==> config.mk <==
export PLATFORM = sky130hd
export DESIGN_NAME = tdm_slot_arbiter
export DESIGN_NICKNAME = d
export VERILOG_FILES = /design/src/rtl/tdm_slot_arbiter.sv
export SDC_FILE = /design/constraint.sdc
export NUM_CORES = 1
export LEC_CHECK = 0
export ABC_CLOCK_PERIOD_IN_PS = 4200
export BUFFER_PORTS_ARGS = -buffer_cell sky130_fd_sc_hd__buf_4
export CAP_MARGIN = 5
export CORE_UTILIZATION = 60
export DETAILED_ROUTE_END_ITERATION = 12
export PLACE_DENSITY = 0.77
export SETUP_SLACK_MARGIN = 0.02
export SLEW_MARGIN = 20
export SYNTH_ARGS = -nofsm -noshare
export SYNTH_HDL_FRONTEND = slang
export SYNTH_SLANG_ARGS = --single-unit
==> constraint.sdc <==
create_clock -name clk -period 4.2 [get_ports clk]
set_input_delay 0.84 -clock clk [delete_from_list [all_inputs] [get_ports clk]]
set_output_delay 0.84 -clock clk [all_outputs]
set_load 0.02 [all_outputs]
==> src/rtl/tdm_slot_arbiter.sv <==
module tdm_slot_arbiter #(
  parameter int NCLI    = 15,
  parameter int NSLOT   = 64,
  parameter int LIMW    = 4,
  parameter int LIM_RST = 3,
  localparam int IW = $clog2(NCLI + 1),
  localparam int PW = $clog2(NSLOT),
  localparam int DW = (IW > LIMW) ? IW : LIMW
) (
  input  logic            clk,
  input  logic            rst_n,
  input  logic [NCLI-1:0] req,
  input  logic            xfer_last,
  input  logic            cfg_we,
  input  logic            cfg_sel,
  input  logic [PW-1:0]   cfg_addr,
  input  logic [DW-1:0]   cfg_data,
  output logic [NCLI-1:0] gnt,
  output logic [PW-1:0]   slot_ptr
);

  localparam int RW = 1 << IW;

  logic [IW-1:0]   tbl [NSLOT];
  logic [LIMW-1:0] lim [NCLI];
  logic [IW-1:0]   cur;
  logic [LIMW-1:0] cnt;
  logic [IW-1:0]   owner, fb, win;
  logic [RW-1:0]   req_x;
  logic            busy, owner_hit, end_now;
  logic [PW-1:0]   ptr_nxt;

  assign req_x     = RW'(req);
  assign busy      = |gnt;
  assign owner     = tbl[slot_ptr];
  assign owner_hit = (32'(owner) < NCLI) && req_x[owner];
  assign win       = owner_hit ? owner : fb;
  assign end_now   = busy && (xfer_last || cnt == lim[cur]);
  assign ptr_nxt   = (32'(slot_ptr) == NSLOT - 1) ? '0 : slot_ptr + 1'b1;

  always_comb begin
    fb = '0;
    for (int i = NCLI - 1; i >= 0; i--)
      if (req[i]) fb = IW'(i);
  end

  always_ff @(posedge clk) begin
    if (!rst_n) begin
      gnt      <= '0;
      slot_ptr <= '0;
      cur      <= '0;
      cnt      <= '0;
    end else if (busy) begin
      if (end_now) begin
        gnt      <= '0;
        slot_ptr <= ptr_nxt;
      end else begin
        cnt <= cnt + 1'b1;
      end
    end else if (|req) begin
      gnt <= NCLI'(1) << win;
      cur <= win;
      cnt <= '0;
    end else begin
      slot_ptr <= ptr_nxt;
    end
  end

  always_ff @(posedge clk) begin
    if (!rst_n) begin
      for (int s = 0; s < NSLOT; s++) tbl[s] <= '1;
      for (int c = 0; c < NCLI; c++)  lim[c] <= LIMW'(LIM_RST);
    end else if (cfg_we) begin
      if (!cfg_sel)
        tbl[cfg_addr] <= cfg_data[IW-1:0];
      else if (32'(cfg_addr) < NCLI)
        lim[cfg_addr[IW-1:0]] <= cfg_data[LIMW-1:0];
    end
  end

  a_r4_onehot: assert property (@(posedge clk) disable iff (!rst_n)
    $onehot0(gnt));

  a_r4_to_requester: assert property (@(posedge clk) disable iff (!rst_n)
    (!busy && |req) |=> (gnt & $past(req)) != '0);

  a_r4_hold: assert property (@(posedge clk) disable iff (!rst_n)
    (busy && !end_now) |=> $stable(gnt));

  a_r2_owner_wins: assert property (@(posedge clk) disable iff (!rst_n)
    (!busy && owner_hit) |=> gnt == (NCLI'(1) << $past(owner)));

  a_r5_within_limit: assert property (@(posedge clk) disable iff (!rst_n)
    busy |-> cnt <= lim[cur]);

  a_r5_gap: assert property (@(posedge clk) disable iff (!rst_n)
    end_now |=> gnt == '0);

  a_r6_ptr_still: assert property (@(posedge clk) disable iff (!rst_n)
    (busy && !end_now) |=> $stable(slot_ptr));

  a_r7_idle_step: assert property (@(posedge clk) disable iff (!rst_n)
    (!busy && req == '0) |=> (gnt == '0 &&
      slot_ptr == ((32'($past(slot_ptr)) == NSLOT - 1) ? '0 : $past(slot_ptr) + 1'b1)));

endmodule

==> results of run 1 <==
## routing by layer
layer / routed length, um / vias to the layer above / part of all wire (%) / track usage (%)
li1: - / 5164 / - / -
met1: 17300 / 5771 / 41 / 40.4
met2: 20000 / 600 / 47 / 44.4
met3: 3820 / 100 / 9.0 / 4.93
met4: 1340 / 0 / 3.2 / 9.90
met5: 0 / - / 0 / 0
## cells by family (layout without fill, tap and decap cells)
group	count (synthesis)	count (layout)	share of synthesized area, %
simple gates	513	513	17.1
compound gates	176	176	6.42
xor+xnor	10	10	0.495
buf+inv	160	171	4.20
fa+ha+maj	2	2	0.141
flops	359	359	58.8
other cells	1	4	0.0212
mux	134	134	12.9
## final timing paths
| path | cells after the start | endpoint | from |
|---|---|---|---|
| hold / removal | 2 | gnt[2] | gnt[2] |
| setup / recovery | 13 | cur[0] | flip-flop |
| hold reg to reg | 2 | gnt[2] | gnt[2] |
| setup reg to reg | 13 | cur[0] | flip-flop |
## power breakdown
group	switching [W]	internal [W]	leakage, nW	total (W)
Combinational	0.000934	0.000726	2.02	0.00166
Clock	0.00135	0.00201	0.605	0.00336
Sequential	0.000193	0.00411	3.53	0.00430
## Yosys cell counts, types with 8 or more instances
library cell  instances
a21oi_1              23
nor4_1               10
nor3_1               15
buf_6                 8
mux4_1                8
mux2i_1              49
edfxtp_1            320
or2_2                 8
buf_4                 8
o21ai_0              86
o21ai_1              15
and2_1               37
nand2_1              39
nand2b_1              9
or3_1               289
a211oi_1             14
clkbuf_1            121
dfxtp_1              39
mux4_2               61
nor2_1               43
nor2b_1              16
nand3_1              14
## metrics by stage
| stage | utilization (%) | total power [W] | worst slack [ns] |
|---|---|---|---|
| final | 67.5 | 0.00933 | 0.258 |
| after global routing | 67.5 | 0.00962 | 0.0834 |
| after CTS | 67.3 | 0.00934 | 0.0961 |
| after detailed placement | 63.1 | 0.00601 | 0.116 |
| after global placement | 63.1 | 0.00597 | 0.192 |
| after floorplan | - | 0.00555 | 1.12 |
## layout make-up
cell class              count  area share [%]
inverters                  10           0.193
flip-flops and latches    359            53.4
clock buffers              47            5.17
repair buffers             94            3.85
well taps                 384            2.47
multi-input cells         839            33.8
clock inverters            20            1.16
## worst reg2reg max path, stage by stage, from the launching register on
cell      delay [ns]
dfxtp_4         0.58
buf_12          0.24
mux4_2          0.50
and2_1          0.17
a211oi_1        0.26
a21oi_1         0.07
mux2i_1         0.30
o21a_1          0.33
inv_2           0.18
mux2i_1         0.15
mux2_4          0.34
o21ai_2         0.23
mux2_1          0.34
a21oi_1         0.18
## state kept, by name (all words and copies together), names as in the netlist, named ones only
name	flops
tbl	256
gnt	15
slot_ptr	6
cur	4
lim	64
cnt	4
## repair_timing
action | CTS | global route
buffers inserted | 0 | 1
gates resized for setup | 0 | 1
endpoints found under the setup margin | 0 | 21
==> impl_metrics.env, run 1 <==
export IMPL_status="finished clean"
export IMPL_drive_above_1_share_pct=18.6
export IMPL_synth_ff_latch_count=359
export IMPL_finalSetupViolations=0
export IMPL_fillers=1989
export IMPL_cts_buffers=37
export IMPL_multi_input_area_sq_mm=0.00658
export IMPL_final_common_cell="edfxtp_1"
export IMPL_cts_sinks=359
export IMPL_ios=51
export IMPL_finalMaxSlewViolations=0
export IMPL_finalClockSkew_ns=0.0172
export IMPL_required_ns=4.65
export IMPL_yosys_top_cells_area="edfxtp_1 54%, or3_1 10%, mux4_2 7.8%, dfxtp_1 4.4%, mux2i_1 2.8%"
export IMPL_final_cells=1753
export IMPL_max_freq_ghz=0.254
export IMPL_drt_iter0_markers=1476
export IMPL_crit_fanout=17
export IMPL_synth_ff_type="edfxtp_1"
export IMPL_async_flop_share_pct=0
export IMPL_die_h_um=174
export IMPL_postPlaceCellArea_sq_mm=0.0182
export IMPL_synth_area_sq_mm=0.0177
export IMPL_die_w_um=174
export IMPL_antenna_found_initial=0
export IMPL_arrival_ns=4.39
export IMPL_viasPerCell=6.64
export IMPL_antenna_left=0
export IMPL_synth_edf_count=320
export IMPL_cap_violations=0
export IMPL_drt_wl_total_um=42400
export IMPL_insertion_delay_ns=0.53
export IMPL_tightest_slew_ns=1.06
export IMPL_placed_cells=1685
export IMPL_rrSetupSlack_ns=0.26
export IMPL_nets=1373
export IMPL_path_clk_slew_ns=0.06
export IMPL_cts_buffer_depth=3
export IMPL_cts_hold_buffers_added=0
export IMPL_grt_pass1_wl_um=65500
export IMPL_seq_area_frac_synth_pct=58.8
export IMPL_grt_ovfl_total=0
export IMPL_rsz0062_at_grt="false"
export IMPL_track_usage_pct=28.4
export IMPL_critPathTopFamily="multiplexers"
export IMPL_io_buffers=50
export IMPL_firstDrtPassIters=5
export IMPL_postSynthCellCount=1355
export IMPL_cp_slowest_cell="dfxtp_4"
export IMPL_hold_viol_final=0
export IMPL_cp_start_kind="flip-flop"
export IMPL_setup_worst_path_class="reg -> reg"
export IMPL_cts_root_buffer="clkbuf_16"
export IMPL_fin_crit_ns=3.94
export IMPL_final_cell_mix="320 x edfxtp_1, 289 x or3_1, 91 x buf_4"
export IMPL_cts_tree="yes"
export IMPL_yosysTopAreaCell="edfxtp_1"
export IMPL_design_die_area_sq_mm=0.0302
export IMPL_tns_ns=0
export IMPL_grt_max_degree=81
export IMPL_min_path_type="reg -> reg"
export IMPL_htree_levels=2
export IMPL_p_per_area_mw_per_mm2=479
export IMPL_irDropWorstVdd_mv=0.286
export IMPL_p_leak_nw=6.15
export IMPL_drc=0
export IMPL_cp_cell_sequence="buf_12 -> mux4_2 -> and2_1 -> a211oi_1 -> a21oi_1 -> mux2i_1 -> o21a_1 -> inv_2 -> mux2i_1 -> mux2_4 -> o21ai_2 -> mux2_1 -> a21oi_1"
export IMPL_slew_headroom_pct=29.2
export IMPL_grt_pass1_vias=11193
export IMPL_rows=62
export IMPL_vias=11635
export IMPL_min_period_over_period_pct=93.9
export IMPL_yosys_warnings=0
export IMPL_place_gp_congestion=0.889
export IMPL_area_delta_synth_final_pct=10.1
export IMPL_wl_per_cell_um=24.2
export IMPL_whs_ns=0.466
export IMPL_yosysUniqueCellTypes=72
export IMPL_endpoint_kind="flip-flop"
export IMPL_dpl_hpwl_um=26200
export IMPL_path_buf_inv=2
export IMPL_postSynthAreaPerCell_sq_um=13.1
export IMPL_n_antenna_cell=0
export IMPL_finish_instance_area_sq_mm=0.0195
export IMPL_synth_top_area_share_pct=54.3
export IMPL_seqCellArea_sq_mm=0.0104
export IMPL_initial_core_util_pct=61.3
export IMPL_slowest_delay_ns=0.58
export IMPL_fp_coreArea_sq_mm=0.0289
Power figures use the tool's default switching activity.
==> run 2: changes to the inputs <==
--- a/config.mk
+++ b/config.mk
@@ -5,12 +5,14 @@
 export SDC_FILE = /design/constraint.sdc
 export NUM_CORES = 1
 export LEC_CHECK = 0
-export ABC_CLOCK_PERIOD_IN_PS = 4200
+export ABC_CLOCK_PERIOD_IN_PS = 3900
 export BUFFER_PORTS_ARGS = -buffer_cell sky130_fd_sc_hd__buf_4
 export CAP_MARGIN = 5
 export CORE_UTILIZATION = 60
+export CTS_CLUSTER_SIZE = 20
 export DETAILED_ROUTE_END_ITERATION = 12
 export PLACE_DENSITY = 0.77
+export REMOVE_ABC_BUFFERS = 1
 export SETUP_SLACK_MARGIN = 0.02
 export SLEW_MARGIN = 20
 export SYNTH_ARGS = -nofsm -noshare
==> constraint.sdc (replaced) <==
create_clock -name clk -period 3.9 [get_ports clk]
set_input_delay 0.78 -clock clk [delete_from_list [all_inputs] [get_ports clk]]
set_output_delay 0.78 -clock clk [all_outputs]
set_load 0.02 [all_outputs]
==> run 2 against run 1 <==
Against the previous run: total power increased by 7.8%; maximum frequency grew 7.1%; sequential power rose by 7.2%; final area increased by 0.27%; setup slack lost 0.039 ns; first-iteration DRC count increased by 3.2%; die area unchanged; combinational power up 11%; non-clock buffer count rose by 8; global-route usage is 0.18 points higher; via count up 0.84%; critical endpoint is now cur[1].
==> impl_metrics.env, run 2 (synthesized netlist as in run 1, its figures left out) <==
export IMPL_wl_per_cell_um=24.3
export IMPL_fp_coreArea_sq_mm=0.0289
export IMPL_dpl_hpwl_um=26600
export IMPL_grt_max_degree=81
export IMPL_cts_buffer_depth=3
export IMPL_final_common_cell="edfxtp_1"
export IMPL_final_cell_mix="320 x edfxtp_1, 288 x or3_1, 98 x buf_4"
export IMPL_reg_top3="tbl: 256 flops, lim: 64 flops, gnt: 15 flops"
export IMPL_combPwrFrac_pct=18.4
export IMPL_p_leak_nw=6.18
export IMPL_hold_path_endpoint="gnt[8]"
export IMPL_regMostFlops="tbl"
export IMPL_irDropWorstVdd_mv=0.311
export IMPL_drt_wl_total_um=42800
export IMPL_worstHoldStart="gnt[8]"
export IMPL_cts_buffers=37
export IMPL_path_clk_slew_ns=0.06
export IMPL_antenna_found_initial=1
export IMPL_antenna_left=0
export IMPL_place_gp_congestion=0.893
export IMPL_ios=51
export IMPL_arrival_ns=4.12
export IMPL_finalClockSkew_ns=0.0139
export IMPL_cp_start_kind="flip-flop"
export IMPL_clockPowerShare_pct=35.7
export IMPL_grt_ovfl_total=0
export IMPL_finalSetupViolations=0
export IMPL_p_per_area_mw_per_mm2=515
export IMPL_rows=62
export IMPL_area_delta_synth_final_pct=10.4
export IMPL_worstReg2RegEnd="cur[1]"
export IMPL_setup_worst_path_class="reg -> reg"
export IMPL_wl_met3_um=3570
export IMPL_rrSetupSlack_ns=0.22
export IMPL_drc=0
export IMPL_crit_fanout=16
export IMPL_min_path_type="reg -> reg"
export IMPL_slew_headroom_pct=25.0
export IMPL_met1_length_um=17500
export IMPL_max_freq_ghz=0.272
export IMPL_internal_power_w=0.00737
export IMPL_viasPerCell=6.66
export IMPL_p_switching_w=0.00268
export IMPL_cts_tree="yes"
export IMPL_min_period_over_period_pct=94.4
export IMPL_track_usage_pct=28.5
export IMPL_fin_util_pct=67.7
export IMPL_drt_iter0_markers=1523
export IMPL_finalMaxSlewViolations=0
export IMPL_io_buffers=50
export IMPL_endpoint_kind="flip-flop"
export IMPL_swShare_pct=26.6
export IMPL_status="finished clean"
export IMPL_cap_violations=0
export IMPL_initial_core_util_pct=61.3
export IMPL_grt_pass1_vias=11334
export IMPL_vias=11733
export IMPL_design_die_area_sq_mm=0.0302
export IMPL_die_w_um=174
export IMPL_r2r_cells=14
export IMPL_grt_pass1_wl_um=66200
export IMPL_hold_viol_final=0
export IMPL_dp_slack_ns=0.197
export IMPL_wl_met2_um=20700
export IMPL_die_h_um=174
export IMPL_rsz0062_at_grt="false"
export IMPL_insertion_delay_ns=0.52
export IMPL_seqPwrFrac_pct=45.9
export IMPL_top_layer="met4"
export IMPL_firstDrtPassIters=6
export IMPL_setup_slack_ns=0.219
export IMPL_whs_path_depth=2
export IMPL_required_ns=4.34
export IMPL_cts_sinks=359
export IMPL_htree_levels=2
export IMPL_drive_above_1_share_pct=19.2
export IMPL_tightest_slew_ns=1.12
export IMPL_fin_crit_ns=3.68
export IMPL_largest_reg_flops=256
export IMPL_nets=1381
export IMPL_cts_root_buffer="clkbuf_16"
run 2: cell count changes in the layout (fill, tap and decap cells not counted), moves of 2 or more:
cell | before | now
buf_4 | 91 | 98
buf_8 | 0 | 2
clkbuf_8 | 0 | 3
clkinv_2 | 8 | 5
clkinvlp_4 | 1 | 3
run 2: final cells by class:
type | count | area, sq um
diodes | 1 | 2.50
clock buffers | 49 | 1040
clock inverters | 17 | 191
fillers | 2012 | 9330
inverters | 10 | 37.5
multi-input cells | 839 | 6570
flip-flops and latches | 359 | 10400
well taps | 384 | 480
repair buffers | 102 | 806
run 2: power groups by stage:
stage | registers [W] | logic (W) | clock network, W
final | 0.00461 | 0.00185 | 0.00359
after global routing | 0.00464 | 0.00198 | 0.00376
after CTS | 0.00462 | 0.00182 | 0.00360
after detailed placement | 0.00470 | 0.00180 | 0
after global placement | 0.00468 | 0.00178 | 0
after floorplan | 0.00471 | 0.00114 | 0
run 2: worst max-delay path by stage:
stage | to | slack (ns)
4_1_cts | gnt[11] | 0.14
3_5_place_dp | gnt[9] | 0.20
6_report | cur[1] | 0.22
2_1_floorplan | gnt[11] | -1.13
3_3_place_gp | gnt[3] | 0.25
5_1_grt | gnt[9] | 0.04
run 2: what timing repair did:
item | 4_1_cts | 5_1_grt
resized for setup | 0 | 1
setup endpoints to repair | 0 | 17
hold buffers | 0 | 0
setup buffers | 0 | 2
run 2: metrics by stage:
step / hold WS (ns) / cells / power [W] / TNS, ns / cell area [sq um]
after CTS: 0.466 / 1758 / 0.0100 / 0 / 19500
final: 0.470 / 1761 / 0.0101 / 0 / 19500
after floorplan: 0.497 / 1208 / 0.00586 / -24.16 / 17000
after detailed placement: 0.458 / 1692 / 0.00650 / 0 / 18300
after global placement: 0.455 / 1692 / 0.00646 / 0 / 18300
after global routing: 0.492 / 1760 / 0.0104 / 0 / 19500
run 2: routing by layer:
layer	vias up	track usage (%)
met2	588	46.2
li1	5176	-
met3	67	4.67
met4	0	8.11
met5	-	0
met1	5902	40.3
run 2: worst max-delay path, cell delays in order (launching register included):
cell       delay (ns)
dfxtp_4          0.54
buf_8            0.23
mux2i_1          0.35
nand2_1          0.11
o211ai_1         0.12
o31ai_1          0.15
a2111oi_4        0.41
nor2_2           0.21
buf_4            0.20
nor2_1           0.34
a22oi_4          0.14
a22oi_4          0.19
o21ai_2          0.11
mux2_1           0.32
a21oi_1          0.17
==> run 3: changes to the inputs <==
--- a/config.mk
+++ b/config.mk
@@ -5,7 +5,7 @@
 export SDC_FILE = /design/constraint.sdc
 export NUM_CORES = 1
 export LEC_CHECK = 0
-export ABC_CLOCK_PERIOD_IN_PS = 3900
+export ABC_CLOCK_PERIOD_IN_PS = 3600
 export BUFFER_PORTS_ARGS = -buffer_cell sky130_fd_sc_hd__buf_4
 export CAP_MARGIN = 5
 export CORE_UTILIZATION = 60
==> constraint.sdc (replaced) <==
create_clock -name clk -period 3.6 [get_ports clk]
set_input_delay 0.72 -clock clk [delete_from_list [all_inputs] [get_ports clk]]
set_output_delay 0.72 -clock clk [all_outputs]
set_load 0.02 [all_outputs]
==> run 3 against run 2 <==
Against the previous run: total power increased by 7.5%; cell count increased by 1.2%; sequential cell count did not move; first-iteration DRC count down 8.5%; utilization rose by 1.0 points; maximum frequency grew 5.0%; clock power up 2%; register-to-register slack lost 0.12 ns; die area unchanged; critical path type unchanged; critical endpoint is now gnt[13]; highest routed layer unchanged.
==> impl_metrics.env, run 3 (synthesized netlist as in run 1, its figures left out) <==
export IMPL_status="finished clean"
export IMPL_hold_path_endpoint="gnt[6]"
export IMPL_antenna_found_initial=0
export IMPL_largest_reg_flops=256
export IMPL_wl_met3_um=3830
export IMPL_nets=1408
export IMPL_worstReg2RegEnd="gnt[13]"
export IMPL_io_buffers=50
export IMPL_slew_headroom_pct=36.5
export IMPL_hold_viol_final=0
export IMPL_cts_buffers=37
export IMPL_dpl_hpwl_um=26700
export IMPL_r2r_cells=13
export IMPL_cap_violations=0
export IMPL_min_path_type="reg -> reg"
export IMPL_htree_levels=2
export IMPL_design_die_area_sq_mm=0.0302
export IMPL_multi_input_area_sq_mm=0.00668
export IMPL_dp_slack_ns=-0.107
export IMPL_endpoint_kind="flip-flop"
export IMPL_top_layer="met4"
export IMPL_cts_sinks=359
export IMPL_wl_met2_um=21000
export IMPL_irDropWorstVdd_mv=0.300
export IMPL_cts_tree="yes"
export IMPL_insertion_delay_ns=0.51
export IMPL_swShare_pct=27.0
export IMPL_grt_max_degree=81
export IMPL_whs_ns=0.475
export IMPL_worstHoldStart="gnt[6]"
export IMPL_max_freq_ghz=0.285
export IMPL_path_clk_slew_ns=0.06
export IMPL_die_w_um=174
export IMPL_slowest_delay_ns=0.52
export IMPL_critPathTopFamily="multiplexers"
export IMPL_grt_ovfl_total=0
export IMPL_n_antenna_cell=0
export IMPL_rows=62
export IMPL_clockPowerShare_pct=33.8
export IMPL_cp_cell_sequence="buf_12 -> buf_12 -> mux4_2 -> mux2i_2 -> a21oi_1 -> mux2i_1 -> o21a_1 -> inv_2 -> mux2i_1 -> mux2_4 -> mux2_4 -> a211oi_2 -> o21ai_1"
export IMPL_fillers=1965
export IMPL_ios=51
export IMPL_drt_wl_total_um=43400
export IMPL_final_common_cell="edfxtp_1"
export IMPL_rrSetupSlack_ns=0.1
export IMPL_seqPwrFrac_pct=45.9
export IMPL_cp_slowest_cell="mux4_2"
export IMPL_required_ns=4.00
export IMPL_drc=0
export IMPL_vias=11823
export IMPL_finalClockSkew_ns=0.00903
export IMPL_arrival_ns=3.90
export IMPL_regMostFlops="tbl"
export IMPL_cts_buffer_depth=3
export IMPL_internal_power_w=0.00789
export IMPL_min_period_over_period_pct=97.4
export IMPL_met1_length_um=17200
export IMPL_initial_core_util_pct=61.3
export IMPL_wl_per_cell_um=24.3
export IMPL_grt_pass1_wl_um=65400
export IMPL_p_switching_w=0.00292
export IMPL_area_delta_synth_final_pct=12.1
export IMPL_p_per_area_mw_per_mm2=545
export IMPL_track_usage_pct=28.5
export IMPL_cts_root_buffer="clkbuf_16"
export IMPL_cp_start_kind="flip-flop"
export IMPL_whs_path_depth=2
export IMPL_finalMaxSlewViolations=0
export IMPL_firstDrtPassIters=5
export IMPL_place_gp_congestion=0.915
export IMPL_finalSetupViolations=0
export IMPL_crit_fanout=11
export IMPL_p_leak_nw=6.32
export IMPL_viasPerCell=6.63
export IMPL_fin_crit_ns=3.50
export IMPL_grt_pass1_vias=11430
export IMPL_final_cell_mix="320 x edfxtp_1, 289 x or3_1, 114 x buf_4"
export IMPL_combPwrFrac_pct=20.3
export IMPL_drt_iter0_markers=1394
export IMPL_setup_worst_path_class="reg -> reg"
export IMPL_tightest_slew_ns=0.953
export IMPL_reg_top3="tbl: 256 flops, lim: 64 flops, gnt: 15 flops"
export IMPL_die_h_um=174
export IMPL_seqCellArea_sq_mm=0.0104
export IMPL_path_buf_inv=3
export IMPL_antenna_left=0
export IMPL_setup_slack_ns=0.0950
export IMPL_drive_above_1_share_pct=21.3
export IMPL_fp_coreArea_sq_mm=0.0289
## run 3: cell types whose count changed in the layout (fill, tap and decap cells not counted), sizes merged
cell	delta
buf	+25
nor2	+1
clkinv	+1
diode	-1
bufinv	-2
clkinvlp	-2
inv	-1
## run 3: layer usage
metal  up-vias  GRT usage (%)
met5         -              0
met4         0           9.58
met3        91           5.26
met2       618           46.0
met1      5878           39.3
li1       5236              -
## run 3: layout make-up
cell class / instances / area share [%]
clock buffer: 48 / 5.14
tap: 384 / 2.42
multi-input combinational: 840 / 33.7
sequential: 359 / 52.4
clock inverter: 13 / 0.568
inverter: 10 / 0.189
timing repair buffer: 128 / 5.57
## run 3: stage by stage
step           std cells  power, W  TNS, ns  area (sq um)  utilization, %
2_1_floorplan       1208   0.00634   -31.06         17000               -
3_3_place_gp        1702   0.00702        0         18400            63.7
3_5_place_dp        1702   0.00707    -1.64         18400            63.7
4_1_cts             1763    0.0107        0         19500            67.7
5_1_grt             1782    0.0112  -0.0250         19800            68.7
6_report            1782    0.0108        0         19800            68.7
## run 3: timing repair
action | CTS | global route
setup buffers | 0 | 18
resized for setup | 4 | 24
setup endpoints to repair | 21 | 21
cloned | 0 | 2
hold buffers | 0 | 0
pin swaps | 1 | 8
## run 3: tightest hold or removal path, stage by stage (launching register included)
cell	delay, ns
dfxtp_1	0.32
nand2_1	0.05
o21ai_1	0.05
## run 3: how the worst max path moves through the flow
stage	endpoint	startpoint	cells past startpoint
final	gnt[13]	flip-flop	13
after global routing	gnt[12]	flip-flop	12
after CTS	gnt[0]	flip-flop	12
after detailed placement	cur[0]	flip-flop	13
after global placement	gnt[2]	flip-flop	12
after floorplan	gnt[11]	flip-flop	11
## run 3: power groups by stage
| stage | registers (W) | clock network (W) | logic [W] |
|---|---|---|---|
| floorplan | 0.00510 | 0 | 0.00124 |
| global placement | 0.00504 | 0 | 0.00198 |
| detailed placement | 0.00504 | 0 | 0.00202 |
| CTS | 0.00496 | 0.00366 | 0.00204 |
| global route | 0.00498 | 0.00382 | 0.00237 |
| finish | 0.00496 | 0.00365 | 0.00220 |
